===== src/rtl/colgen_pkg.sv =====
// Shared definitions for the burst column generator.
// Assumes a 3-bit length code; codes not listed are reserved.
package colgen_pkg;
    localparam int LEN_CODE_W = 3;

    typedef enum logic [LEN_CODE_W-1:0] {
        LEN_1    = 3'd0,
        LEN_2    = 3'd1,
        LEN_4    = 3'd2,
        LEN_8    = 3'd3,
        LEN_PAGE = 3'd7
    } len_code_e;
endpackage


===== src/rtl/colgen_decode.sv =====
// Turns a length code and order choice into an in-block mask and a
// full-page flag, and judges whether the request can be served.
// Assumes COL_W >= 3 so an eight-beat block fits in the column.
module colgen_decode
    import colgen_pkg::*;
#(
    parameter int COL_W = 10
) (
    input  logic [LEN_CODE_W-1:0] len_code_i,
    input  logic                  ilv_i,
    output logic [COL_W-1:0]      mask_o,
    output logic                  full_o,
    output logic                  ok_o
);
    localparam logic [COL_W-1:0] ALL_ONES = '1;

    // Map the length code to an offset mask; reject reserved or unsupported cases.
    always_comb begin
        mask_o = '0;
        full_o = 1'b0;
        ok_o   = 1'b1;
        case (len_code_i)
            LEN_1:    mask_o = '0;
            LEN_2:    mask_o = COL_W'(1);
            LEN_4:    mask_o = COL_W'(3);
            LEN_8:    mask_o = COL_W'(7);
            LEN_PAGE: begin
                mask_o = ALL_ONES;
                full_o = 1'b1;
                ok_o   = ~ilv_i;
            end
            default:  ok_o = 1'b0;
        endcase
    end

    // a reserved code always gives a zero mask with no full-page flag
    always_comb begin
        if (!ok_o && !full_o)
            assert_reserved_zero_mask_R3: assert (mask_o == '0);
    end
endmodule


===== src/rtl/colgen_ctrl.sv =====
// Burst sequencing: holds the active flag and the beat counter and
// decides the final beat. Assumes mask_i and full_i are stable during a burst.
module colgen_ctrl #(
    parameter int COL_W = 10
) (
    input  logic             clk,
    input  logic             rst_n,
    input  logic             load_i,
    input  logic             step_i,
    input  logic             abort_i,
    input  logic [COL_W-1:0] mask_i,
    input  logic             full_i,
    output logic             valid_o,
    output logic [COL_W-1:0] beat_o,
    output logic             last_o
);
    logic             valid_q;
    logic [COL_W-1:0] beat_q;

    assign last_o = valid_q && !full_i && (beat_q == mask_i);

    // Active flag and beat counter; abort dominates load, which dominates step.
    always_ff @(posedge clk) begin
        if (!rst_n) begin
            valid_q <= 1'b0;
            beat_q  <= '0;
        end else if (abort_i) begin
            valid_q <= 1'b0;
        end else if (load_i) begin
            valid_q <= 1'b1;
            beat_q  <= '0;
        end else if (valid_q && step_i) begin
            if (last_o)
                valid_q <= 1'b0;
            beat_q <= beat_q + COL_W'(1);
        end
    end

    assign valid_o = valid_q;
    assign beat_o  = beat_q;

    assert_abort_ends_R11: assert property (@(posedge clk) disable iff (!rst_n)
        abort_i |=> !valid_q);
    assert_load_first_beat_R2: assert property (@(posedge clk) disable iff (!rst_n)
        (load_i && !abort_i) |=> (valid_q && beat_q == '0));
    assert_step_on_last_R7: assert property (@(posedge clk) disable iff (!rst_n)
        (last_o && step_i && !load_i) |=> !valid_q);
    assert_page_never_last_R9: assert property (@(posedge clk) disable iff (!rst_n)
        full_i |-> !last_o);
    assert_hold_without_step_R6: assert property (@(posedge clk) disable iff (!rst_n)
        (valid_q && !step_i && !load_i && !abort_i) |=> (valid_q && $stable(beat_q)));
endmodule


===== src/rtl/colgen_addr.sv =====
// Stores the accepted burst parameters and forms the column of the
// current beat: linear order by modular add, interleaved by XOR,
// both confined to the mask. Assumes full page is only linear.
module colgen_addr #(
    parameter int COL_W = 10
) (
    input  logic             clk,
    input  logic             rst_n,
    input  logic             load_i,
    input  logic [COL_W-1:0] start_col_i,
    input  logic [COL_W-1:0] mask_i,
    input  logic             full_i,
    input  logic             ilv_i,
    input  logic [COL_W-1:0] beat_i,
    output logic [COL_W-1:0] mask_o,
    output logic             full_o,
    output logic [COL_W-1:0] col_o
);
    logic [COL_W-1:0] start_q;
    logic [COL_W-1:0] mask_q;
    logic             full_q;
    logic             ilv_q;
    logic [COL_W-1:0] offs;

    // Capture the parameters of an accepted burst.
    always_ff @(posedge clk) begin
        if (!rst_n) begin
            start_q <= '0;
            mask_q  <= '0;
            full_q  <= 1'b0;
            ilv_q   <= 1'b0;
        end else if (load_i) begin
            start_q <= start_col_i;
            mask_q  <= mask_i;
            full_q  <= full_i;
            ilv_q   <= ilv_i;
        end
    end

    // Offset within the block for this beat, then merge with the fixed high bits.
    always_comb begin
        offs  = ilv_q ? (start_q ^ beat_i) : (start_q + beat_i);
        col_o = (start_q & ~mask_q) | (offs & mask_q);
    end

    assign mask_o = mask_q;
    assign full_o = full_q;

    assert_params_held_R13: assert property (@(posedge clk) disable iff (!rst_n)
        !load_i |=> ($stable(start_q) && $stable(mask_q) && $stable(ilv_q)));
    assert_no_ilv_page_R10: assert property (@(posedge clk) disable iff (!rst_n)
        full_q |-> !ilv_q);
endmodule


===== src/rtl/sdram_burst_colgen.sv =====
// Top level of the burst column generator: decodes a start request,
// rejects unsupported ones with a one-cycle error, and steps the
// column sequence. Assumes step_i is only meaningful while valid_o.
module sdram_burst_colgen
    import colgen_pkg::*;
#(
    parameter int COL_W = 10
) (
    input  logic                  clk,
    input  logic                  rst_n,
    input  logic                  start_i,
    input  logic [COL_W-1:0]      start_col_i,
    input  logic [LEN_CODE_W-1:0] len_code_i,
    input  logic                  ilv_i,
    input  logic                  step_i,
    input  logic                  abort_i,
    output logic [COL_W-1:0]      col_o,
    output logic                  valid_o,
    output logic                  last_o,
    output logic                  err_o
);
    logic [COL_W-1:0] dec_mask;
    logic             dec_full;
    logic             dec_ok;
    logic             load;
    logic [COL_W-1:0] beat;
    logic [COL_W-1:0] run_mask;
    logic             run_full;
    logic             err_q;

    colgen_decode #(.COL_W(COL_W)) u_decode (
        .len_code_i (len_code_i),
        .ilv_i      (ilv_i),
        .mask_o     (dec_mask),
        .full_o     (dec_full),
        .ok_o       (dec_ok)
    );

    assign load = start_i && dec_ok && !abort_i;

    colgen_ctrl #(.COL_W(COL_W)) u_ctrl (
        .clk     (clk),
        .rst_n   (rst_n),
        .load_i  (load),
        .step_i  (step_i),
        .abort_i (abort_i),
        .mask_i  (run_mask),
        .full_i  (run_full),
        .valid_o (valid_o),
        .beat_o  (beat),
        .last_o  (last_o)
    );

    colgen_addr #(.COL_W(COL_W)) u_addr (
        .clk         (clk),
        .rst_n       (rst_n),
        .load_i      (load),
        .start_col_i (start_col_i),
        .mask_i      (dec_mask),
        .full_i      (dec_full),
        .ilv_i       (ilv_i),
        .beat_i      (beat),
        .mask_o      (run_mask),
        .full_o      (run_full),
        .col_o       (col_o)
    );

    // One-cycle error pulse for a rejected start request.
    always_ff @(posedge clk) begin
        if (!rst_n)
            err_q <= 1'b0;
        else
            err_q <= start_i && !dec_ok;
    end

    assign err_o = err_q;

    assert_err_after_start_R3: assert property (@(posedge clk) disable iff (!rst_n)
        err_o |-> $past(start_i));
    assert_last_needs_valid_R7: assert property (@(posedge clk) disable iff (!rst_n)
        last_o |-> valid_o);
endmodule


===== config.mk =====
export PLATFORM = sky130hd
export DESIGN_NAME = sdram_burst_colgen
export DESIGN_NICKNAME = d
export VERILOG_FILES = /design/src/rtl/colgen_pkg.sv /design/src/rtl/colgen_decode.sv /design/src/rtl/colgen_ctrl.sv /design/src/rtl/colgen_addr.sv /design/src/rtl/sdram_burst_colgen.sv
export SDC_FILE = /design/constraint.sdc
export NUM_CORES = 1
export LEC_CHECK = 0
export ABC_AREA = 0
export ABC_CLOCK_PERIOD_IN_PS = 1700
export BUFFER_PORTS_ARGS = -buffer_cell sky130_fd_sc_hd__buf_2
export CAP_MARGIN = 20
export CORE_ASPECT_RATIO = 1.4
export CORE_MARGIN = 2
export CORE_UTILIZATION = 50
export CTS_BUF_LIST = sky130_fd_sc_hd__clkbuf_16
export CTS_CLUSTER_DIAMETER = 50
export CTS_CLUSTER_SIZE = 28
export DETAILED_ROUTE_END_ITERATION = 8
export GPL_ROUTABILITY_DRIVEN = 0
export PLACE_DENSITY = 0.75
export SLEW_MARGIN = 20
export SYNTH_ARGS = -nofsm -noshare
export SYNTH_HDL_FRONTEND = slang
export SYNTH_SLANG_ARGS = --single-unit

===== constraint.sdc =====
create_clock -name clk -period 1.7 [get_ports clk]
set_clock_uncertainty 0.1 [all_clocks]
set_input_delay 0.17 -clock clk [delete_from_list [all_inputs] [get_ports clk]]
set_output_delay 0.17 -clock clk [all_outputs]
set_load 0.1 [all_outputs]

==> qor.csv, run 1 <==
stage,metric,value,unit
sta,min_period,2420,ps
detailed_routing,drtIter0Drc,63,
synth,synth_largest_area_cell,dfxtp_1,
detailed_routing,ant_nets,0,
worst_hold_path,hp-class,primary input to register,
cts,worstSkewPairLatency,260,ps
final_layout,drive_gt1_share,47.3,%
cts,htree_levels,1,
status,violations,negative setup slack,
detailed_routing,via_count,1967,
power_and_ir_drop,p_clk_share,40.1,%
sta,max_slew_margin,67.5,%
final_layout,final_core_util,87.3,%
sta,rsz0062_at_grt,true,
global_route,grt_max_degree,17,
synth,synth_top_area_share,31.0,%
final_layout,fill_cells,157,
setup_path,cp_num_buf_inv,1,
setup_path,path_cells,ha_4 > fa_2 > a21oi_4 > o21ai_2 > a21oi_2 > or3_4 > a31oi_4 > buf_12,
setup_path,crit_slowest_cell,or3_4,
power_and_ir_drop,p_int,1.28,mW
cts,cts_max_path_buffers,2,
final_layout,final_cells,334,
power_and_ir_drop,pwr-share-comb,21.3,%
setup_path,cp_top_family,compound AO/OA/AOI/OAI gates,
placement,place_inst,327,
setup_path,worstPathRequired,1430,ps
final_layout,multiInputGateArea,1550,sq um
final_layout,register_area,584,sq um
sta,setup_ws,-720,ps
floorplan,num_rows,25,
synth,syn_nets,254,
global_route,overflow,0,
synth,synthFlopType,dfxtp_1,
sta,drv_slew,0,
power_and_ir_drop,sw_frac_of_total,27.2,%
placement,post-place-ws,-395,ps
final_layout,final_common_cell,buf_4,
detailed_routing,first_pass_iters,4,
synth,synth.distinct_cells,42,
cts,cts.sinks,28,
setup_path,worstPathArrival,2150,ps
placement,dpl_cell_area,2710,sq um
synth,synth_area_leaders,"dfxtp_1 31%, nand2_1 7.3%, ha_1 6.9%, a21boi_0 6.6%, xnor2_1 6.3%",
detailed_routing,avgRoutedWirePerCell,17.8,microns
global_route,grt_pass1_vias,2123,
final_layout,syn_to_final_growth,64.5,%
setup_path,critical_path.startpoint_type,register,
detailed_routing,wl,5950,microns
power_and_ir_drop,irDropWorstVdd,0.693,mV
placement,port_buffers,31,
sta,fin_hold_ws,5.25,ps
synth,ys_seq_area_share,31.0,%
floorplan,ios,32,
floorplan,start_util,53.1,%
setup_path,cp-end-kind,output pin,
placement,place_hpwl,4000,microns
cts,cts_buffers,3,
status,outcome,finished with violations,
setup_path,crit_path_max_incr_delay,380,ps
floorplan,die-area,4120,sq um
setup_path,cp_max_fo,2,
synth,synth_seq_cells,28,
sta,tightest_slew,491,ps
synth,syn_area_per_cell,8.08,sq um
sta,hold_violations,0,
cts,cts-root-buf,clkbuf_16,
setup_path,crit_type,register to output pin,
synth,syn_area,1810,sq um
synth,yosys_warnings,0,
global_route,antenna_found_initial,0,
final_layout,final_cell_mix,"40 x buf_4, 35 x nand2_1, 23 x nor2_1",
power_and_ir_drop,power.density,591,nW/um^2
synth,synth_cells,224,
floorplan,core_area,3410,sq um
power_and_ir_drop,p_seq_share,38.7,%
sta,setup_viol,10,
floorplan,fp.dieH,75.2,microns
sta,fmax,413,MHz
global_route,grtUsageTotal,33.3,%
cts,clk_pin_slew,70,ps
cts,cts_hold_buf,0,
sta,fin_setup_tns,-5460,ps
power_and_ir_drop,leakagePower,1.10,nW
sta,finalCritPeriodShare,142,%
detailed_routing,drc_errors,0,
final_layout,antenna_cells,0,
synth,async_flop_share,0,%
final_layout,nets,325,
floorplan,die_width,54.8,microns
synth,synth_edf_count,0,
global_route,grt_pass1_wl,9780,microns
power_and_ir_drop,finalPower,1.76,mW
final_layout,finalInstanceArea,2980,sq um
flow_run,drv_cap,0,
power_and_ir_drop,switchingPower,0.478,mW
detailed_routing,vias_per_cell,5.89,
cts,cts_tree,built,
## flip-flops by register name, summed over array words and instances, names as in the netlist
signal / cells
u_ctrl.valid_o: 1
u_addr.start_q: 10
u_addr.full_o: 1
err_o: 1
u_addr.mask_o: 4
u_ctrl.beat_o: 10
u_addr.ilv_q: 1
## power groups by stage
stage | sequential, mW | combinational [mW] | clock, mW
3_3_place_gp | 0.696 | 0.354 | 0
2_1_floorplan | 0.703 | 0.210 | 0
3_5_place_dp | 0.697 | 0.360 | 0
5_1_grt | 0.682 | 0.395 | 0.716
6_report | 0.681 | 0.374 | 0.706
4_1_cts | 0.681 | 0.369 | 0.693
## logic make-up (layout without fill, tap and decap cells)
logic type	count (synthesis)	in the layout	share of synthesized area, %
buf+inv	15	85	3.66
flops	28	28	31.0
simple gates	95	95	24.9
compound gates	56	56	23.0
mux	3	3	1.73
xor+xnor	16	16	7.75
fa+ha+maj	11	11	8.02
## path summary, 6_finish.rpt
| path | from | endpoint | slack, ps | cells after the start |
|---|---|---|---|---|
| hold / removal | step_i | u_ctrl.valid_o | 5 | 2 |
| hold reg to reg | u_addr.full_o | u_addr.full_o | 380 | 2 |
| setup / recovery | u_addr.start_q[0] | col_o[8] | -720 | 8 |
| setup reg to reg | u_ctrl.beat_o[6] | u_ctrl.valid_o | 80 | 6 |
## layer usage
layer  part of all wire (%)  track usage (%)
met2                     55             64.0
met4                    3.2             14.7
met1                     38             34.6
met3                    3.3             3.37
met5                      0                0
## synthesized netlist by cell type (all sizes together), types with 4 or more instances
| cell type | n |
|---|---|
| dfxtp | 28 |
| xnor2 | 13 |
| a21oi | 12 |
| a21boi | 16 |
| clkbuf | 6 |
| nand3 | 11 |
| inv | 6 |
| nand2 | 35 |
| ha | 10 |
| o21ai | 6 |
| nand3b | 4 |
| a31oi | 5 |
| nor4 | 4 |
| nor2 | 24 |
| a211oi | 6 |
## layout make-up
type | instances | area share [%]
Inverter | 6 | 0.757
Tap cell | 40 | 1.68
Multi-Input combinational cell | 181 | 52.0
Sequential cell | 28 | 19.6
Timing Repair Buffer | 75 | 22.4
Clock buffer | 3 | 2.52
Clock inverter | 1 | 1.01
## what timing repair did
item                                    CTS  global route
endpoints found under the setup margin   10            13
setup buffers                             3             0
pin swaps                                11             6
resized for setup                        20             9
(Power assumes the default switching activity.)
==> run 2, diff against run 1 <==
==> constraint.sdc (replaced) <==
create_clock -name clk -period 1.7 [get_ports clk]
set_clock_uncertainty 0.1 [all_clocks]
set_input_delay 0.34 -clock clk [delete_from_list [all_inputs] [get_ports clk]]
set_output_delay 0.34 -clock clk [all_outputs]
set_load 0.1 [all_outputs]
==> run 2 against run 1 <==
Against the previous run: die area is the same; sequential power about the same; routed wire length is 70% higher; cell count rose by 6.0%; global-route usage rose by 7.2 points; worst hold slack gained 190 ps; the run still ends with negative setup slack left.
==> qor.csv, run 2 (synthesis gave the netlist of run 1 again) <==
stage,metric,value,unit,change
setup_path,cp_max_fo,2,,unchanged
placement,port_buffers,31,,unchanged
cts,htree_levels,1,,unchanged
flow_run,drv_cap,0,,unchanged
cts,cts_tree,built,,
setup_path,cp_common_cell,o21ai_2,,
detailed_routing,via_count,2501,,+27%
detailed_routing,ant_nets,0,,unchanged
cts,worstSkewPairLatency,280,ps,+20 ps
sta,fin_setup_tns,-8950,ps,-3490 ps
global_route,antenna_found_initial,0,,unchanged
sta,drv_slew,0,,unchanged
sta,fmax,358,MHz,-13%
power_and_ir_drop,power.density,574,nW/um^2,-3.0%
floorplan,die_width,54.8,microns,unchanged
global_route,grt_pass1_vias,2417,,+14%
detailed_routing,drtIter0Drc,205,,+230%
setup_path,worstPathArrival,2350,ps,+200 ps
power_and_ir_drop,finalPower,1.87,mW,+6.2%
global_route,use_met2,72.9,%,+8.9 points
worst_hold_path,hold_start,step_i,,
final_layout,final_core_util,95.6,%,+8.3 points
global_route,use_met1,36.3,%,+1.6 points
detailed_routing,first_pass_iters,6,,+2
setup_path,crit_slowest_cell,fa_2,,
status,outcome,finished with violations,,
final_layout,nets,345,,+6.2%
global_route,grt_pass1_wl,11500,microns,+18%
sta,finalCritPeriodShare,164,%,+22 points
final_layout,final_common_cell,buf_4,,
sta,setup_viol,16,,+6
setup_path,r2r_slack,-120,ps,-200 ps
floorplan,ios,32,,unchanged
sta,rsz0062_at_grt,true,,
global_route,grt_max_degree,17,,unchanged
power_and_ir_drop,irDropWorstVdd,0.708,mV,+2.1%
setup_path,ff2ff_path_depth,9,,+3
sta,min_period,2790,ps,+374 ps
final_layout,drive_gt1_share,51.6,%,+4.3 points
global_route,met3_usage,8.13,%,+4.8 points
floorplan,die-area,4120,sq um,unchanged
detailed_routing,drc_errors,0,,unchanged
placement,place_hpwl,4190,microns,+4.8%
power_and_ir_drop,leakagePower,1.23,nW,+12%
placement,place_inst,339,,+3.7%
final_layout,fill_cells,84,,-46%
floorplan,num_rows,25,,unchanged
worst_hold_path,hold_end,u_ctrl.valid_o,,
final_layout,antenna_cells,0,,unchanged
worst_hold_path,hp-class,primary input to register,,
worst_hold_path,hold_depth,2,,unchanged
setup_path,worstPathRequired,1260,ps,-170 ps
setup_path,regToRegEndpoint,u_ctrl.beat_o[9],,
setup_path,cp-end-kind,output pin,,
cts,clk_pin_slew,80,ps,about the same
detailed_routing,avgRoutedWirePerCell,28.6,microns,+60%
floorplan,fp.dieH,75.2,microns,unchanged
setup_path,crit_type,register to output pin,,
sta,hold_violations,0,,unchanged
cts,cts_max_path_buffers,2,,unchanged
cts,cts_buffers,3,,unchanged
floorplan,core_area,3410,sq um,unchanged
final_layout,syn_to_final_growth,80.1,%,
final_layout,final_cells,354,,+6.0%
global_route,grtUsageTotal,40.5,%,+7.2 points
global_route,overflow,0,,unchanged
floorplan,start_util,53.1,%,unchanged
cts,cts-root-buf,clkbuf_16,,
sta,setup_ws,-1090,ps,-374 ps
cts,cts.sinks,28,,unchanged
setup_path,path_cells,ha_4 > fa_2 > a21oi_4 > o21ai_2 > a21oi_2 > o21ai_2 > a31oi_4 > buf_12,,
placement,dpl_cell_area,2820,sq um,+4.2%
status,violations,negative setup slack,,
setup_path,rr_startpoint,u_ctrl.beat_o[3],,
sta,max_slew_margin,64.4,%,-3.0 points
setup_path,crit_path_max_incr_delay,430,ps,+50 ps
global_route,busiest_layer,met2,,
final_layout,finalInstanceArea,3260,sq um,+9.5%
detailed_routing,vias_per_cell,7.06,,+20%
sta,tightest_slew,532,ps,+40.5 ps
detailed_routing,wl,10100,microns,+70%
setup_path,critical_path.startpoint_type,register,,
final_layout,final_cell_mix,"52 x buf_4, 34 x nand2_1, 23 x nor2_1",,
==> run 2: cell count changes in the layout (fill, tap and decap cells not counted), sizes merged <==
cell | before | now
buf | 75 | 95
==> run 2: worst max path at each step <==
| stage | slack [ps] | from | cells past startpoint | endpoint |
|---|---|---|---|---|
| floorplan | -740 | u_ctrl.beat_o[0] | 7 | col_o[8] |
| global placement | -530 | u_addr.start_q[0] | 8 | col_o[8] |
| detailed placement | -550 | u_addr.start_q[0] | 8 | col_o[8] |
| CTS | -880 | u_ctrl.beat_o[1] | 7 | col_o[9] |
| global route | -1120 | u_ctrl.beat_o[0] | 8 | col_o[8] |
| finish | -1090 | u_ctrl.beat_o[0] | 8 | col_o[8] |
==> run 2: what timing repair did <==
action | CTS | global route
buffers inserted | 4 | 10
hold buffers | 0 | 0
endpoints found under the setup margin | 11 | 19
pin swaps | 11 | 20
resized for setup | 19 | 27
cloned | 0 | 0
==> run 2: final cells by class <==
cell class                 count  area [sq um]  area share [%]
multi-input combinational    181          1620            49.8
timing repair buffer          95           872            26.8
sequential                    28           586            18.0
clock buffer                   3          75.1            2.30
tap                           40          50.0            1.54
clock inverter                 1          30.0           0.922
inverter                       6          22.5           0.691
==> run 2: report_power, final <==
part	internal (mW)	total [mW]	switching, mW
combinational	0.173	0.440	0.267
clock	0.471	0.749	0.277
sequential	0.661	0.681	0.0199
total	1.31	1.87	0.564
==> run 2: metrics by stage <==
stage	hold slack, ps	setup slack (ps)
after floorplan	330	-740
after global placement	366	-529
after detailed placement	389	-555
after CTS	187	-880
after global routing	199	-1120
final	191	-1090
==> run 2: worst max-delay path: cells and delay by family (launching register included) <==
family                   cells  cell delay (ps)
AO/OA/AOI/OAI                5              910
flip-flops                   1              360
adder cells (fa/ha/maj)      2              600
buffers and inverters        1              200
==> run 2: routing by layer <==
| layer | part of all wire (%) | routed length, microns | vias up |
|---|---|---|---|
| li1 | - | - | 968 |
| met1 | 31 | 3140 | 1145 |
| met2 | 46 | 4640 | 267 |
| met3 | 11 | 1080 | 121 |
| met4 | 12 | 1240 | 0 |
| met5 | 0 | 0 | - |
==> run 3, diff against run 2 <==
CORE_ASPECT_RATIO = default   (was 1.4)
PLACE_DENSITY = 0.74   (was 0.75)
SYNTH_HIERARCHICAL = 1   (was default)
==> run 3 against run 2 <==
Against the previous run: the flow still finishes with violations (negative setup slack); global-route usage is 9.7 points lower; die area rose by 17%; synthesized cell count up 8.9%; maximum frequency grew 7.2%; critical path depth did not move; sequential share of layout area up 1.6 points; core utilization is 7.2 points lower; first-iteration DRC count shrank 34%; worst setup slack improved by 190 ps.
==> qor.csv, run 3 <==
stage,metric,value,unit,change
synth,synth_area_leaders,"dfxtp_1 32%, mux2i_1 11%, xnor2_1 8.2%, nor2b_1 7.3%, ha_1 5.8%",,
floorplan,ios,32,,unchanged
power_and_ir_drop,irDropWorstVdd,0.528,mV,-25%
final_layout,final_core_util,88.3,%,-7.2 points
global_route,grt_pass1_vias,2329,,-3.6%
sta,drv_slew,0,,unchanged
floorplan,core_area,4060,sq um,+19%
setup_path,rr_startpoint,u_ctrl/beat_o[1],,
floorplan,die_width,69.6,microns,+27%
sta,finalCritPeriodShare,153,%,-11 points
sta,min_period,2610,ps,-187 ps
status,outcome,finished with violations,,
floorplan,die-area,4840,sq um,+17%
synth,ys_seq_area_share,31.7,%,+0.70 points
synth,syn_nets,274,,+7.9%
detailed_routing,vias_per_cell,5.79,,-18%
power_and_ir_drop,power.density,602,nW/um^2,+4.9%
synth,synth_seq_cells,34,,+21%
worst_hold_path,hold_end,u_addr/start_q[0],,
synth,synth_common_cells,"34 x dfxtp_1, 25 x nor2b_1, 24 x mux2i_1, 20 x nor2_1, 20 x xnor2_1",,
setup_path,worstPathArrival,2170,ps,-180 ps
final_layout,drive_gt1_share,52.8,%,+1.2 points
synth,yosys_warnings,6,,+6
final_layout,fill_cells,175,,+110%
synth,syn_area,2150,sq um,+19%
cts,cts.sinks,34,,+21%
synth,async_flop_share,0,%,unchanged
power_and_ir_drop,leakagePower,1.42,nW,+16%
synth,synth_cells,244,,+8.9%
setup_path,ff2ff_path_depth,7,,-2
detailed_routing,drc_errors,0,,unchanged
sta,rsz0062_at_grt,true,,
setup_path,r2r_slack,-110,ps,about the same
floorplan,fp.dieH,69.6,microns,-7.5%
detailed_routing,via_count,2231,,-11%
setup_path,critical_path.startpoint_type,register,,
sta,tightest_slew,486,ps,-45.4 ps
synth,synthFlopType,dfxtp_1,,
sta,fmax,384,MHz,+7.2%
setup_path,regToRegEndpoint,u_ctrl/beat_o[7],,
worst_hold_path,hp-class,primary input to register,,
global_route,overflow,0,,unchanged
sta,setup_ws,-907,ps,+187 ps
final_layout,final_common_cell,buf_4,,
global_route,antenna_found_initial,0,,unchanged
floorplan,num_rows,23,,-8.0%
setup_path,crit_type,register to output pin,,
worst_hold_path,hold_start,start_col_i[0],,
synth,syn_area_per_cell,8.80,sq um,+9.0%
detailed_routing,first_pass_iters,4,,-2
global_route,grt_pass1_wl,11600,microns,+0.60%
synth,synth.distinct_cells,49,,+17%
placement,place_inst,369,,+8.8%
final_layout,final_cell_mix,"59 x buf_4, 24 x nor2b_1, 23 x mux2i_1",,
cts,worstSkewPairLatency,280,ps,about the same
synth,synth_largest_area_cell,dfxtp_1,,
cts,cts_buffers,5,,+2
cts,clk_pin_slew,50,ps,-30 ps
sta,max_slew_margin,67.8,%,+3.4 points
setup_path,worstPathRequired,1260,ps,about the same
status,violations,negative setup slack,,
synth,synth_top_area_share,31.7,%,+0.70 points
synth,synthMostInstantiatedCell,dfxtp_1,,
cts,cts-root-buf,clkbuf_16,,
sta,hold_violations,0,,unchanged
detailed_routing,wl,7840,microns,-22%
final_layout,antenna_cells,0,,unchanged
detailed_routing,avgRoutedWirePerCell,20.4,microns,-29%
cts,htree_levels,2,,+1
global_route,grt_max_degree,17,,unchanged
synth,synth_edf_count,0,,unchanged
global_route,grtUsageTotal,30.9,%,-9.7 points
placement,port_buffers,31,,unchanged
detailed_routing,ant_nets,0,,unchanged
final_layout,syn_to_final_growth,66.9,%,
flow_run,drv_cap,0,,unchanged
cts,cts_max_path_buffers,2,,unchanged
placement,place_hpwl,4600,microns,+9.7%
sta,setup_viol,15,,-1
setup_path,cp-end-kind,output pin,,
final_layout,final_cells,385,,+8.8%
floorplan,start_util,52.9,%,-0.12 points
worst_hold_path,hold_depth,3,,+1
setup_path,cp_max_fo,3,,+1
final_layout,nets,364,,+5.5%
cts,cts_tree,built,,
sta,fin_setup_tns,-7720,ps,+1230 ps
detailed_routing,drtIter0Drc,136,,-34%
==> run 3: cell types whose count changed after synthesis, moves of 4 or more <==
| cell | delta |
|---|---|
| a21boi_0 | -15 |
| a21oi_1 | +7 |
| buf_4 | +7 |
| dfxtp_1 | +6 |
| mux2i_1 | +22 |
| nand2_1 | -24 |
| nand3_1 | -6 |
| nor2_1 | -4 |
| nor2b_1 | +22 |
| xnor2_1 | +7 |
==> run 3: metal layers <==
layer / up-vias / track usage [%] / routed length (microns)
met1: 1086 / 35.2 / 3130
met4: 0 / 14.8 / 263
met3: 23 / 6.83 / 337
met2: 83 / 54.2 / 4110
li1: 1039 / - / -
met5: - / 0 / 0
==> run 3: final cells by class <==
class / instances / area (sq um) / share of cell area [%]
Timing Repair Buffer: 97 / 851 / 23.7
Multi-Input combinational cell: 188 / 1800 / 50.3
Inverter: 8 / 30.0 / 0.838
Sequential cell: 34 / 703 / 19.6
Clock buffer: 5 / 125 / 3.49
Clock inverter: 3 / 11.3 / 0.314
Tap cell: 50 / 62.6 / 1.75
==> run 3: repair_timing <==
action                     in CTS  in global routing
pin swaps                      17                 21
setup buffers                   5                  3
setup endpoints to repair      12                 19
gates resized for setup        22                 34
hold buffers                    0                  0
==> run 3: worst max-delay path, stage by stage (launching register included) <==
cell and delay [ps]:
dfxtp_4 350, ha_4 180, fa_2 420, a21oi_2 160, o21ai_2 90, a21oi_1 170, o21ai_1 120, a31oi_4 200
buf_12 190
==> run 3: worst max-delay path by stage <==
stage	start	endpoint	slack, ps	cells past startpoint
floorplan	u_ctrl/beat_o[0]	col_o[6]	-730	7
global placement	u_ctrl/beat_o[1]	col_o[9]	-710	7
detailed placement	u_addr/start_q[4]	col_o[9]	-780	7
CTS	u_addr/start_q[4]	col_o[9]	-930	7
global route	u_ctrl/beat_o[0]	col_o[8]	-980	8
finish	u_ctrl/beat_o[0]	col_o[8]	-910	8
==> run 3: where the power goes <==
part           internal, mW  switching [mW]
registers             0.811          0.0189
clock network         0.527           0.341
logic                 0.194           0.266
total                  1.53           0.626
==> run 3: cells by family (layout without fill, tap and decap cells) <==
kind of cell    Yosys count  in the layout  share of synthesized area, %
fa+ha+maj                11             11                          6.76
buf+inv                  22            113                          5.18
simple gates             85             85                          22.4
mux                      26             26                          12.2
flops                    34             34                          31.7
xor+xnor                 21             21                          8.56
compound gates           45             45                          13.2
==> run 3: per-stage QoR <==
| step | setup WS [ps] | cell area [sq um] | hold slack, ps | total power, mW |
|---|---|---|---|---|
| 5_1_grt | -983 | 3580 | 238 | 2.22 |
| 3_3_place_gp | -708 | 3090 | 407 | 1.25 |
| 3_5_place_dp | -778 | 3090 | 409 | 1.26 |
| 6_report | -907 | 3580 | 223 | 2.16 |
| 2_1_floorplan | -732 | 2370 | 355 | 1.10 |
| 4_1_cts | -935 | 3360 | 217 | 2.13 |
